**src/rtl/psc_sched.sv**
```systemverilog
module psc_sched #(
   parameter int PTR_W  = 14,
   parameter int BYTES  = 16,
   parameter int LEN_W  = 32,
   parameter int SKIP_W = 14,
   localparam int LANE_W = $clog2(BYTES),
   localparam int CNT_W  = ((LEN_W > SKIP_W) ? LEN_W : SKIP_W) + 2
) (
   input  logic                    clk,
   input  logic                    rst_n,
   input  logic                    go,
   input  logic                    run,
   input  logic [LEN_W-1:0]        cfg_len,
   input  logic [SKIP_W-1:0]       cfg_hdr,
   input  logic [SKIP_W-1:0]       cfg_trl,
   input  logic [PTR_W-1:0]        wrptr,
   output logic                    rd_en,
   output logic [PTR_W-LANE_W-1:0] rd_addr,
   output logic                    drained,
   output logic                    s1_vld,
   output logic [BYTES-1:0]        s1_mask,
   output logic [7:0]              s1_k0,
   output logic [PTR_W-1:0]        s1_nxt
);
   logic [PTR_W-1:0]  p_q;
   logic [CNT_W-1:0]  cons_q, total_q, hdr_q, end_q;
   logic [LANE_W-1:0] off;
   logic [PTR_W-1:0]  avail;
   logic [CNT_W-1:0]  left;
   logic [LANE_W:0]   n;
   logic              issue;
   logic [BYTES-1:0]  mask;
   logic [7:0]        k0;

   always_comb begin
      logic [CNT_W-1:0] s;
      logic [LANE_W:0]  lj;
      off   = p_q[LANE_W-1:0];
      avail = wrptr - p_q;
      left  = total_q - cons_q;
      n     = (LANE_W+1)'(BYTES) - {1'b0, off};
      if (avail < PTR_W'(n)) n = avail[LANE_W:0];
      if (left < CNT_W'(n))  n = left[LANE_W:0];
      issue = run && (left != '0) && (avail != '0);
      for (int j = 0; j < BYTES; j++) begin
         lj = (LANE_W+1)'(j);
         s  = cons_q + CNT_W'(j) - CNT_W'(off);
         mask[j] = (lj >= {1'b0, off}) && (lj < ({1'b0, off} + n)) &&
                   (s >= hdr_q) && (s < end_q);
      end
      k0 = 8'(cons_q - hdr_q - CNT_W'(off));
   end

   always_ff @(posedge clk or negedge rst_n) begin
      if (!rst_n) begin
         p_q     <= '0;
         cons_q  <= '0;
         total_q <= '0;
         hdr_q   <= '0;
         end_q   <= '0;
         s1_vld  <= 1'b0;
         s1_mask <= '0;
         s1_k0   <= '0;
         s1_nxt  <= '0;
      end else begin
         s1_vld <= issue;
         if (go) begin
            cons_q  <= '0;
            hdr_q   <= CNT_W'(cfg_hdr);
            end_q   <= CNT_W'(cfg_hdr) + CNT_W'(cfg_len);
            total_q <= CNT_W'(cfg_hdr) + CNT_W'(cfg_len) + CNT_W'(cfg_trl);
         end else if (issue) begin
            p_q    <= p_q + PTR_W'(n);
            cons_q <= cons_q + CNT_W'(n);
         end
         if (issue) begin
            s1_mask <= mask;
            s1_k0   <= k0;
            s1_nxt  <= p_q + PTR_W'(n);
         end
      end
   end

   assign rd_en   = issue;
   assign rd_addr = p_q[PTR_W-1:LANE_W];
   assign drained = (left == '0);
endmodule

```
**config.mk**
```make
export PLATFORM = sky130hd
export DESIGN_NAME = psc_sched
export DESIGN_NICKNAME = d
export VERILOG_FILES = /design/src/rtl/psc_sched.sv
export SDC_FILE = /design/constraint.sdc
export NUM_CORES = 2
export LEC_CHECK = 0
export ABC_AREA = 1
export BUFFER_PORTS_ARGS = -buffer_cell sky130_fd_sc_hd__clkbuf_2
export CORE_MARGIN = 2
export CORE_UTILIZATION = 30
export CTS_CLUSTER_SIZE = 14
export DETAILED_ROUTE_END_ITERATION = 16
export GPL_TIMING_DRIVEN = 0
export PLACE_DENSITY_LB_ADDON = 0.15
export SYNTH_ARGS = -nofsm -noshare
export SYNTH_HDL_FRONTEND = slang
export SYNTH_SLANG_ARGS = --single-unit
```
**constraint.sdc**
```tcl
create_clock -name clk -period 6.7 [get_ports clk]
set_input_delay 0.67 -clock clk [delete_from_list [all_inputs] [get_ports clk]]
set_output_delay 0.67 -clock clk [all_outputs]
set_load 0.02 [all_outputs]
```
==> After elaboration in Yosys (flattened, before gate mapping) <==
Index checks and enable logic that the tools add are counted.
{ "op_classes": {"muxes": 4, "n_mul": 0, "addsub": 41, "n_reduce_logical": 54, "magnitude_cmp": 65, "div": 0, "shift": 0, "bitwise_logic": 1, "n_eq_ne": 0} }
{ "op_table": {"columns": ["op", "n"], "rows": [
  [">= comparator 34 x 14 -> 1 bit", 16],
  ["less-than comparator 34 bit", 16],
  ["subtractor 34 x 4 -> 34 bit", 16],
  ["adder 34 x 4 -> 34 bit (second input constant)", 8],
  ["adder 34 x 3 -> 34 bit (second input constant)", 4],
  ["adder 34 x 2 -> 34 bit (second input constant)", 2],
  ["2-to-1 mux 34 bit", 2],
  ["logical AND 1 bit", 49],
  ["less-than comparator 4 x 5 -> 1 bit (first input constant)", 8],
  ["adder 33 x 14 -> 34 bit", 1],
  ["adder 34 x 1 -> 34 bit (second input constant)", 1],
  ["adder 34 x 5 -> 34 bit", 1],
  ["zero test 34 bit", 1],
  ["less-than comparator 34 x 5 -> 1 bit", 1],
  ["nonzero test 34 bit", 1],
  ["subtractor 34 bit", 1],
  ["adder 14 x 32 -> 33 bit", 1],
  [">= comparator 4 bit (first input constant)", 7],
  ["less-than comparator 3 x 5 -> 1 bit (first input constant)", 4],
  [">= comparator 3 x 4 -> 1 bit (first input constant)", 4],
  ["adder 14 x 5 -> 14 bit", 1],
  ["less-than comparator 14 x 5 -> 1 bit", 1],
  ["nonzero test 14 bit", 1],
  ["subtractor 14 bit", 1],
  ["other kinds (12)", 17]
]} }
{ "totals": {"mem_bits_ro": 0, "memories": 0, "elab_cells": 174, "ramBits": 0, "regBits": 169, "latchBits": 0, "output_inout_bits": 51} }

==> Logic depth before layout (Yosys ltp) <==
{ "depth": {"ltp_word": 10, "ltp_mapped": 44, "ltp_nobuf": 44} }

==> Worst setup path before layout <==
OpenSTA, ideal clock, no wires.
{ "synth_path": {"path_kind": "in2reg", "from": "input port wrptr[0]", "to": "register p_q[12]", "n_path_buf": 0, "setup_time_ns": 0.130, "path_stages": 36, "slack_ns": 0.532, "arrival_time_ns": 6.038, "cell_sequence": "inv_1 -> ha_1 -> fa_1 -> inv_1 -> nand3_1 -> nand2_2 -> xnor2_1 -> inv_1 -> ha_1 -> nand2_1 -> nand3_1 -> nor2_1 -> nand3_2 -> o21ai_0 -> ha_1 -> a21oi_1 -> nor2_1 -> nor3_1 -> nand2_1 -> nor2_1 -> nand2_1 -> nor2_1 -> nand2_1 -> o21ai_0 -> ha_1 -> inv_1 -> fa_1 -> o31ai_1 -> a21oi_1 -> nor3_1 -> nand2_1 -> nor2_1 -> nand3_1 -> xor2_1 -> nand2_1 -> o21ai_0"} }
{ "synth_between": {"elab_chain_len": 6, "word_cells_on_any_way": 9} }
{ "synth_rtl": {"columns": ["element", "line_no", "text"], "rows": [
  ["from (decl)", "16", "input logic [PTR_W-1:0] wrptr,"],
  ["subtractor 14 bit (*)", "39", "avail = wrptr - p_q;"],
  ["less-than comparator 14 x 5 -> 1 bit", "42", "if (avail < PTR_W'(n)) n = avail[LANE_W:0];"],
  ["2-to-1 mux 5 bit", "42", null],
  ["less-than comparator 34 x 5 -> 1 bit", "43", "if (left < CNT_W'(n)) n = left[LANE_W:0];"],
  ["2-to-1 mux 5 bit", "43", null],
  ["adder 14 x 5 -> 14 bit", "73", "p_q <= p_q + PTR_W'(n);"],
  ["to (signal assigned)", "73", null],
  ["to (decl)", "25", "logic [PTR_W-1:0] p_q;"]
]} }
Every way passes the cells marked *; elsewhere a longest branch is shown, timed or not.
A chain may end at the register's enable or synchronous reset.

==> Worst setup path in the final report <==
{ "layout_path": {"from": "register cons_q[4]", "to": "register s1_mask[8]"} }
{ "layout_between": {"elab_chain_len": 8, "word_cells_on_any_way": 15} }
{ "layout_rtl": {"columns": ["element", "line_no", "text"], "rows": [
  ["from (decl)", "26", "logic [CNT_W-1:0] cons_q, total_q, hdr_q, end_q;"],
  ["from (signal assigned)", "74", "cons_q <= cons_q + CNT_W'(n);"],
  ["subtractor 34 bit", "40", "left = total_q - cons_q;"],
  ["less-than comparator 34 x 5 -> 1 bit", "43", null],
  ["2-to-1 mux 5 bit", "43", null],
  ["adder 4 x 5 -> 5 bit", "48", "mask[j] = (lj >= {1'b0, off}) && (lj < ({1'b0, off} + n)) &&"],
  ["less-than comparator 4 x 5 -> 1 bit", "48", null],
  ["logical AND 1 bit (2 in a row)", "48", null],
  ["logical AND 1 bit", "49", "(s >= hdr_q) && (s < end_q);"],
  ["to (signal assigned)", "77", "s1_mask <= mask;"],
  ["to (decl)", "21", "output logic [BYTES-1:0] s1_mask,"]
]} }
Parallel ways exist; a longest one is shown, timed or not.

==> impl_metrics.toml <==
[clock_network]
cts.sinks = 168
tritoncts = "yes"
path_clk_slew_ns = 0.08
cts_buffer_depth = 2
htree_levels = 4
cts_root_buffer = "clkbuf_16"
worstSkewPairLatency_ns = 0.52
cts-buffers-inserted = 17
holdBufCountCts = 0

[die]
start_util_pct = 30.1
num_rows = 137
die_width_um = 378
die_h_um = 378
coreArea_um2 = 139000
dieArea_um2 = 143000
io_pins = 129

[critical_path]
crit_path_start_kind = "flop"
slowest_stage = "a21oi_1"
critPathCaptureType = "flop"
path_common_cell = "nand2_1"
worst-setup-path-type = "flop to flop"
critPathMaxFanout = 7
crit_buf_inv = 4
cp_top_family = "compound AO/OA/AOI/OAI gates"
slowest_delay_ns = 0.86
arrival_ns = 7.28
required_ns = 7.10

[synthesis]
yosysTopAreaCell = "ha_1"
synth-seq-cells = 168
seq_area_frac_synth_pct = 10.0
synth-edff-count = 0
synth_area_leaders = "ha_1, xor2_1, nand2_1"
ys_warn_count = 0
async_reset_ff_share_pct = 100
syn_avg_cell_area_um2 = 6.72
synth_cells = 6224
synth_top_area_share_pct = 27.1
yosysUniqueCellTypes = 67
synthTopCellsByCount = "nand2_1, ha_1, inv_1"
syn_area_um2 = 41900
yosysMostFrequentCell = "nand2_1"
yosys_most_used_dff = "dfrtp_1"
synthesis.nets = 7228

[finish]
final_cell_area_um2 = 46600
num-fill-cells = 15600
drive_above_1_share_pct = 8.20
syn2layout_area_growth_pct = 11.3
fin_nets = 7420

[global_routing]
grt.total_usage_pct = 33.0
grt_start_max_net_pins = 100
antenna_found_initial = 1
grt_pass1_vias = 44300
overflow = 0
grt_pass1_wl_um = 330000

[outcome]
violations = "max-capacitance violations, max-slew violations, negative setup slack"
status = "finished, violations left"

[sta]
finalHoldViolCount = 0
post-route-period-util_pct = 103
setup_ws_ns = -0.175
max_freq_mhz = 145
fin_crit_ns = 6.87
drv_slew = 14
skew_ns = 0.0153
worst_pin_slew_ns = 1.50
setup_violations = 4
slew_headroom_pct = -0.0660

[drt]
first_iter_violations = 4318
vias_per_cell = 5.52
dr_wl_met3_um = 12500
vias = 45900
drt_pass1_iterations = 5
wl_met2_um = 107000
wl_met1_um = 99300
ant_nets = 0
wire_per_inst_um = 29.0
top_layer_used = "met4"
drc = 0
wl_um = 241000

[place]
dp_hpwl_um = 205000
place_area_um2 = 45000
place_congestion = 1.08
io_buffers = 128

[min_path]
min_path_type = "primary input to async pin"

[job]
cap_violations = 3
per-layer routing:
layer	vias to the layer above	track usage [%]
met5	-	0
met4	0	25.8
met3	489	3.00
met2	1751	53.1
met1	22100	40.6
li1	21500	-
through the flow:
stage / setup TNS [ns] / setup WS [ns] / util (%) / cells / hold slack (ns)
2_1_floorplan: 0 / 0.532 / - / 6224 / 0.374
3_3_place_gp: -78.40 / -2.22 / 32.3 / 8228 / 0.465
3_5_place_dp: -82.95 / -2.29 / 32.3 / 8232 / 0.465
4_1_cts: -0.0652 / -0.0555 / 33.0 / 8276 / 0.182
5_1_grt: -0.136 / -0.0557 / 33.5 / 8305 / 0.203
6_report: -0.350 / -0.175 / 33.5 / 8308 / 0.176
cells by family after synthesis:
family | after synthesis | synth area share [%]
buf+inv | 894 | 8.52
xor+xnor | 570 | 11.9
fa+ha+maj | 926 | 28.1
compound gates | 1268 | 16.6
flops | 168 | 10.0
simple gates | 2398 | 24.8
area by class of cell:
class	count	area [µm²]	share of cell area [%]
clock buffer	17	425	0.913
inverter	750	2860	6.13
clock inverter	15	181	0.390
antenna	3	7.51	0.0161
multi-input combinational	5162	34600	74.2
timing repair buffer	175	1240	2.66
buffer	142	741	1.59
tap	1876	2350	5.04
sequential	168	4220	9.05
repair_timing:
item	CTS	global route
endpoints found under the hold margin	0	0
resized for setup	77	71
pin swaps	1	12
buffers inserted	12	22
setup endpoints to repair	75	52
worst paths after layout:
kind                                              from                     end  slack (ns)  cells past startpoint
worst max-delay path             cons_q[4]$_DFFE_PN0P_  s1_mask[8]$_DFFE_PN0P_       -0.17                     26
worst min-delay path                             rst_n  s1_mask[0]$_DFFE_PN0P_        0.18                      1
worst max register to register   cons_q[4]$_DFFE_PN0P_  s1_mask[8]$_DFFE_PN0P_       -0.17                     26
worst min register to register  s1_nxt[11]$_DFFE_PN0P_  s1_nxt[11]$_DFFE_PN0P_        0.48                      2
max in group asynchronous                        rst_n    end_q[5]$_DFFE_PN0P_        5.49                      2
min in group clk                            cfg_hdr[3]    hdr_q[3]$_DFFE_PN0P_        0.42                      3
cells in the final DEF, fill, tap and decap left out, types with 13 or more instances in the layout:
cell       instances
xor2_1           523
nor3_1           154
nand3_1          303
inv_2             39
o31ai_1           13
clkbuf_2         129
o21ai_2           24
o211ai_1          25
nand2_1         1208
nand4_1          145
nor2_2            30
o21ai_0          366
o221ai_1          16
nor2_1           452
clkbuf_16         17
xnor2_1           37
a211oi_1          59
nand3b_1          14
nor2_4            13
nor4_1            17
dfrtp_1          163
inv_1            691
a21oi_2           25
buf_4             57
o21a_1            16
nand2_2           24
a21oi_1          557
o21ai_1           90
buf_1             14
ha_1             897
buf_2             50
clkbuf_1          46
fa_1              19
state kept, by name, summed over array words and instances (netlist names):
register  count
end_q        33
s1_nxt       14
s1_mask      16
cons_q       34
s1_vld        1
p_q          14
hdr_q        14
total_q      34
s1_k0         8
Power is left out: the tool's default activity adds up to more than one toggle a clock period on the data nets, which glitch-free logic cannot reach.
